**config.mk**
```make
export PLATFORM = sky130hd
export DESIGN_NAME = wdt_ovf_reset
export DESIGN_NICKNAME = d
export VERILOG_FILES = /design/src/rtl/wdt_pkg.sv /design/src/rtl/wdt_count_unit.sv /design/src/rtl/wdt_hold_ctrl.sv /design/src/rtl/wdt_ovf_reset.sv
export SDC_FILE = /design/constraint.sdc
export NUM_CORES = 1
export LEC_CHECK = 0
export ABC_CLOCK_PERIOD_IN_PS = 4100
export BUFFER_PORTS_ARGS = -buffer_cell sky130_fd_sc_hd__buf_2
export CORE_AREA = 2 2 43 45
export CTS_CLUSTER_DIAMETER = 100
export DETAILED_ROUTE_END_ITERATION = 8
export DIE_AREA = 0 0 45 47
export GPL_ROUTABILITY_DRIVEN = 0
export HOLD_SLACK_MARGIN = 0.06
export MAX_ROUTING_LAYER = met4
export PLACE_DENSITY_LB_ADDON = 0.15
export REMOVE_ABC_BUFFERS = 1
export SLEW_MARGIN = 20
export SYNTH_ARGS = -nofsm -noshare
export SYNTH_HDL_FRONTEND = slang
export SYNTH_HIERARCHICAL = 1
export SYNTH_SLANG_ARGS = --single-unit
export TNS_END_PERCENT = 10
```
**constraint.sdc**
```tcl
create_clock -name clk -period 4.1 [get_ports clk]
set_clock_uncertainty 0.15 [all_clocks]
set_input_delay 0.615 -clock clk [delete_from_list [all_inputs] [get_ports clk]]
set_output_delay 0.615 -clock clk [all_outputs]
set_load 0.005 [all_outputs]
```
**src/rtl/wdt_pkg.sv**
```systemverilog
package wdt_pkg;

    localparam int CTRL_EN_BIT   = 0;
    localparam int CTRL_FLAG_BIT = 1;

    typedef struct packed {
        logic flag;
        logic en;
    } wdt_ctrl_t;

    typedef enum logic {
        TGT_CTRL  = 1'b0,
        TGT_COUNT = 1'b1
    } wdt_target_e;

    function automatic logic is_wrap(input logic run, input logic tick,
                                     input logic load, input logic all_ones);
        return run && tick && !load && all_ones;
    endfunction

endpackage

```
**src/rtl/wdt_count_unit.sv**
```systemverilog
module wdt_count_unit
    import wdt_pkg::*;
#(
    parameter int CNT_W = 8
) (
    input  logic             clk,
    input  logic             rst,
    input  logic             load,
    input  logic [CNT_W-1:0] load_val,
    input  logic             run,
    input  logic             tick,
    output logic [CNT_W-1:0] cnt,
    output logic             ovf
);
    localparam logic [CNT_W-1:0] CNT_MAX = '1;

    logic [CNT_W-1:0] cnt_d;

    always_comb begin
        cnt_d = cnt;
        if (load)
            cnt_d = load_val;
        else if (run && tick)
            cnt_d = cnt + 1'b1;
    end

    assign ovf = is_wrap(run, tick, load, cnt == CNT_MAX);

    always_ff @(posedge clk) begin
        if (rst) cnt <= '0;
        else     cnt <= cnt_d;
    end

    // idle counter stays put
    assert_idle_stable_R2: assert property (@(posedge clk) disable iff (rst)
        (!run && !load) |=> $stable(cnt));
    // load takes effect next cycle
    assert_load_value_R3: assert property (@(posedge clk) disable iff (rst)
        load |=> cnt == $past(load_val));
    // overflow leaves counter at zero
    assert_wrap_zero_R4: assert property (@(posedge clk) disable iff (rst)
        ovf |=> cnt == '0);

endmodule

```
**src/rtl/wdt_hold_ctrl.sv**
```systemverilog
module wdt_hold_ctrl
    import wdt_pkg::*;
(
    input  logic      clk,
    input  logic      rst,
    input  logic      ovf,
    input  logic      ctrl_wr,
    input  logic      wr_en_bit,
    input  logic      wr_flag_bit,
    output wdt_ctrl_t ctrl,
    output logic      hold,
    output logic      exc_pulse
);
    wdt_ctrl_t ctrl_d;
    logic      enter, leave;

    assign enter = ovf && !hold;
    assign leave = ovf && hold;

    always_comb begin
        ctrl_d = ctrl;
        if (ctrl_wr) begin
            ctrl_d.en = wr_en_bit;
            if (!wr_flag_bit) ctrl_d.flag = 1'b0;
        end
        if (enter) ctrl_d.flag = 1'b1;
    end

    always_ff @(posedge clk) begin
        if (rst) begin
            ctrl      <= '0;
            hold      <= 1'b0;
            exc_pulse <= 1'b0;
        end else begin
            ctrl      <= ctrl_d;
            hold      <= hold ^ ovf;
            exc_pulse <= leave;
        end
    end

    // hold entry always marks the flag
    assert_entry_flag_R4: assert property (@(posedge clk) disable iff (rst)
        $rose(hold) |-> ctrl.flag);
    // release request lasts one cycle
    assert_pulse_single_R5: assert property (@(posedge clk) disable iff (rst)
        exc_pulse |=> !exc_pulse);
    // release request coincides with hold dropping
    assert_pulse_on_release_R5: assert property (@(posedge clk) disable iff (rst)
        exc_pulse |-> (!hold && $past(hold)));
    // flag persists through release
    assert_flag_kept_R8: assert property (@(posedge clk) disable iff (rst)
        $fell(hold) |-> ctrl.flag);

endmodule

```
**src/rtl/wdt_ovf_reset.sv**
```systemverilog
module wdt_ovf_reset
    import wdt_pkg::*;
#(
    parameter int CNT_W = 8
) (
    input  logic             clk,
    input  logic             rst,
    input  logic             wr_en,
    input  logic             wr_sel,
    input  logic [CNT_W-1:0] wr_data,
    input  logic             tick,
    output logic [CNT_W-1:0] cnt_q,
    output logic [1:0]       ctrl_q,
    output logic             rst_hold,
    output logic             exc_start
);
    wdt_ctrl_t ctrl;
    logic      hold, ovf;
    logic      cnt_load, ctrl_wr;

    assign cnt_load = wr_en && !hold && (wdt_target_e'(wr_sel) == TGT_COUNT);
    assign ctrl_wr  = wr_en && !hold && (wdt_target_e'(wr_sel) == TGT_CTRL);

    wdt_count_unit #(.CNT_W(CNT_W)) u_count (
        .clk      (clk),
        .rst      (rst),
        .load     (cnt_load),
        .load_val (wr_data),
        .run      (ctrl.en),
        .tick     (tick),
        .cnt      (cnt_q),
        .ovf      (ovf)
    );

    wdt_hold_ctrl u_hold (
        .clk         (clk),
        .rst         (rst),
        .ovf         (ovf),
        .ctrl_wr     (ctrl_wr),
        .wr_en_bit   (wr_data[CTRL_EN_BIT]),
        .wr_flag_bit (wr_data[CTRL_FLAG_BIT]),
        .ctrl        (ctrl),
        .hold        (hold),
        .exc_pulse   (exc_start)
    );

    assign ctrl_q   = {ctrl.flag, ctrl.en};
    assign rst_hold = hold;

    // control writes during hold have no effect on enable
    assert_hold_blocks_ctrl_R7: assert property (@(posedge clk) disable iff (rst)
        (hold && wr_en && !wr_sel) |=> $stable(ctrl_q[CTRL_EN_BIT]));

endmodule

```
; ---- Word level (Yosys, flattened, before mapping)
; Cells that the tools add are included.
[word_totals]
reg_bits = 12
latch_bits = 0
ramBits = 0
rom_bits = 0
inputBits = 13
out_inout_bits = 12
elab_cells = 28
mem_count = 0
[op_classes]
addsub = 1
multipliers = 0
div = 0
magnitude_cmp = 0
eq_ne = 2
n_shift = 0
mux = 5
bitwise = 2
reduce_logical = 13
[op_table]
columns = cell, count
row1 = two-way mux 8 bit, 2
row2 = "adder 8 x 1 -> 8 bit, second input constant", 1
row3 = "equality test 8 bit, second input constant", 1
row4 = logical AND 1 bit, 8
row5 = nonzero test 2 bit, 2
row6 = zero test 1 bit, 2
row7 = two-way mux 1 bit, 2
row8 = two-way mux 2 bit, 1
row9 = "!= test 2 x 1 -> 1 bit, second input constant", 1
row10 = AND reduction 2 bit, 1
row11 = inverter 1 bit, 1
row12 = XOR 1 bit, 1

; ---- Logic depth before layout (Yosys ltp)
[logic_depth]
depth_word = 9
mapped_depth = 6
ltp_nobuf = 6

; ---- Modules after synthesis
; The synthesis kept the hierarchy.
[by_module_without_submodules]
columns = mod, instances, cells_per_inst, area_per_inst_um2
row1 = wdt_count_unit, 1, 54, 447.9
row2 = wdt_hold_ctrl, 1, 14, 158.9
row3 = wdt_ovf_reset, 1, 2, 21.3

; ---- Worst setup path after synthesis
; OpenSTA, ideal clock, no wires.
[synth_path]
kind = input to register
startpoint = input port wr_sel
endpoint = register u_hold/ctrl[1] (netlist name)
setup_time_ps = 73
arrival_time_ps = 1676
t_required_ps = 3877
setup_slack_ps = 2202
path_stages = 6
path_buffers = 0
path_cell_list = and3b_1 > nor2b_1 > nor4b_1 > ha_1 > nor3b_2 > nor3_2
[synth_lines]
columns = element, line
row1 = "start, declared", wdt_ovf_reset.sv:9  ; input logic wr_sel,

==> results.md <==
- The flow ran to the end, and the final reports show no timing, DRC or antenna violations.
- After legalization and detailed placement, the total HPWL measured 1.03 mm.
- The worst relative slew slack is 0.695.
- The final routed DRC violation total is 0.
- The final wirelength is approximately 1.4 mm.
- The fraction of the core area covered by cells at the end of the flow is 0.475.
- After synthesis the netlist holds a flip-flop and latch count of 12.
- The detail route stage leaves a number of antenna-violating nets equal to 0.
- Setup violations remaining at the end of the flow were counted as 0.
- The cell count after synthesis came out at 70.
- The number of detailed-route iterations in the first pass is 4.
- The routed layout has 622 vias.
- Among all flip-flop cells after synthesis, the most frequent one is dfxtp_1.
- STA puts the critical path data arrival time at just under 2000 ps.
- The leakage power summed over all cells is 0.335 nW.
- For this design, the CTS-stage hold fixing added 0 buffers.
- The peak ir drop on the vdd network is around 190 µV.
- The number of H-tree levels is 1.
- Timing would allow up to 0.516 GHz.
- In this run the worst path has a maximum fanout of 5.
- The global-route congestion overflow total is 0.
- The number of max-slew violations in the final report is 0.
- In the global route stage, overall resource usage came out at 0.153.
- met2 is the most crowded layer.
- The horizontal die dimension is approximately 45 µm.
- The start point of the critical path is u_count/cnt[0].
- The global-route wire length before repair is 2.24 mm.
- The met2 usage in global routing is 0.231.
- The worst reg2reg path endpoint is u_hold/ctrl[1].
- For this run, global-route usage on met3 was measured as 0.0346.
- Clock-pin slew was measured on the worst setup and hold paths at 70 ps.
- The net count of the finished layout is ~110.
- Counting distinct cell types in the post-synthesis netlist gives 27.
- Across the run, the number of max-cap violations was 0.
- The initial utilization of the core area, before any placement, comes to 0.380.
- For the pin with the worst max-slew slack, the measured transition is 451 ps.
- The cell depth of the worst min-delay path is 2.
- The worst setup path is captured at a flop.
- The full die area is 2120 µm².
- Across all hold checks on the routed design, the worst slack comes to 367 ps.
- The final setup slack of the worst path is around 2200 ps.
- The final-layout setup total negative slack is 0 ps.
- Clock latency on the worst-skew pair, taken at its later pin, is between 200 and 300 ps.
- The depth of the most critical reg-to-reg path is 6.
- The worst path in the final design needs a cycle of 1940 ps, including I/O delays and setup.
- The termination of the worst setup path is u_hold/ctrl[1].
- The detailed router finished its first iteration with 3 violations.
- The met1 usage is 0.193.
- The number of instances resized during post-cts repair is 0.
- Timing analysis after detailed placement gives a worst setup slack of 1880 ps.
- The count of buffers inserted at the top-level ports is 24.
- The largest buffer count on any clock path is 2.
- The number of global-route vias before repair came to 519.
- The total of fill cells in the finished design is 182.
- The number of antenna violations at the first check in global routing is 0.
- The critical path startpoint category is a flop.
- Of the synthesized area, sequential elements account for 0.382.
- The worst setup path is of the reg2reg kind.
- The floorplan step defined a core boundary enclosing 1650 µm².
- Compared with the post-synthesis result, the final layout area differs by 24.9%.
- The number of warning messages in the yosys log is 6.
- The final hold violation count is 0.
- The diode insertion count for antenna repair is 0.
- The share of synthesized registers carrying an async set or reset is 0.
- The synthesized design contains 0 enable-type register cells.
- For this design, the sink count on the clock tree is 12.
- The per-cell routed wire length is 12.2 µm.
- The number of I/O pins is 25.
- Buffers inserted during clock tree synthesis total 3.
- The total number of placement rows is 15.
- The number of setup buffers added after CTS is 0.
- The height of the die is 47 µm.
- The worst min-delay path category is reg2reg.
- CTS placed an instance of clkbuf_4 at the clock tree root.
- The fraction of final layout cells sized beyond drive strength 1 is 0.326.
- The power density normalized to cell area is 297 nW/µm².
- The required time at the endpoint of the critical path is between 4000 and 5000 ps.
- The top cell types in the final layout, fill and taps aside, are 24 x buf_2, 12 x dfxtp_1, 10 x nor2_1.
- The final clock period utilization by the worst path is 0.473.
- In the routed layout, each cell is associated on average with a via count of 5.55.
- Leaving out fill and tap cells, the most frequent cell in the layout is buf_2.
- TritonCTS built the clock tree.
- The average instance in the mapped netlist occupies about 9.0 µm².
- Setup repair after global routing left no endpoint under its margin.
- The setup check on the worst reg-to-reg path leaves a slack of 2160 ps.
- The worst register-to-register path begins at u_count/cnt[0].
- Entering global routing, the biggest net connects 15 pins.
- The mapped netlist covers 628 µm².
worst min-delay path by stage:
stage	slack [ps]	end	from
5_1_grt	410	u_count/cnt[5]	u_count/cnt[5]
2_1_floorplan	350	u_hold/ctrl[1]	u_hold/ctrl[1]
3_3_place_gp	340	u_hold/ctrl[1]	u_hold/ctrl[1]
3_5_place_dp	350	u_hold/ctrl[1]	u_hold/ctrl[1]
4_1_cts	370	u_hold/ctrl[1]	u_hold/ctrl[1]
6_report	370	u_hold/ctrl[1]	u_hold/ctrl[1]
logic make-up after synthesis:
group           Yosys count  share of synthesized area
mux                       1                     0.0159
fa+ha+maj                 3                     0.0598
xor+xnor                  2                     0.0279
buf+inv                   6                     0.0359
simple gates             32                      0.309
flops                    12                      0.382
compound gates           14                      0.169
worst max-delay path, cell delays in order, from the launching register on:
cell     delay (ps)
dfxtp_1         390
ha_1            190
nand4_1         190
nor4b_1         490
ha_1            270
nor3b_2          60
nor3_2          140
area by class of cell:
class	count	area, µm²	share of cell area
Clock buffer	3	22.5	0.0287
Inverter	4	15.0	0.0191
Multi-Input combinational cell	52	365	0.466
Sequential cell	12	240	0.306
Tap cell	17	21.3	0.0271
Timing Repair Buffer	24	120	0.153
registers in the layout, indices dropped and copies added (netlist names):
| register | flops |
|---|---|
| u_hold/hold | 1 |
| u_hold/ctrl | 2 |
| u_count/cnt | 8 |
| u_hold/exc_pulse | 1 |
synth_stat cells, drive strengths merged, types with 2 or more instances:
| library cell | n | area, µm² |
|---|---|---|
| nor3b | 2 | 25.0 |
| a211oi | 2 | 15.0 |
| clkbuf | 2 | 7.51 |
| nor2b | 2 | 12.5 |
| xor2 | 2 | 17.5 |
| nand3 | 4 | 20.0 |
| nand2 | 3 | 13.8 |
| ha | 3 | 37.5 |
| or3 | 4 | 25.0 |
| a311oi | 5 | 43.8 |
| o21ai | 3 | 15.0 |
| dfxtp | 12 | 240 |
| inv | 4 | 15.0 |
| nor2 | 10 | 37.5 |
per-layer routing:
layer / share of wire / vias to the layer above
met1: 0.45 / 289
met3: 0.057 / 2
met2: 0.48 / 17
met5: 0 / -
met4: 0.014 / 0
li1: - / 314
power by group:
group          leakage, nW  switching (W)  internal, W
combinational        0.223      0.0000156    0.0000157
sequential          0.0983     0.00000629     0.000122
clock               0.0138      0.0000391    0.0000340
metrics by stage:
stage / total power (W) / area [µm²] / instances
floorplan: 0.000146 / 621 / 68
global placement: 0.000163 / 762 / 109
detailed placement: 0.000163 / 762 / 109
CTS: 0.000235 / 785 / 112
global route: 0.000246 / 785 / 112
finish: 0.000233 / 785 / 112
No activity file was read; power rests on OpenSTA's default activity.
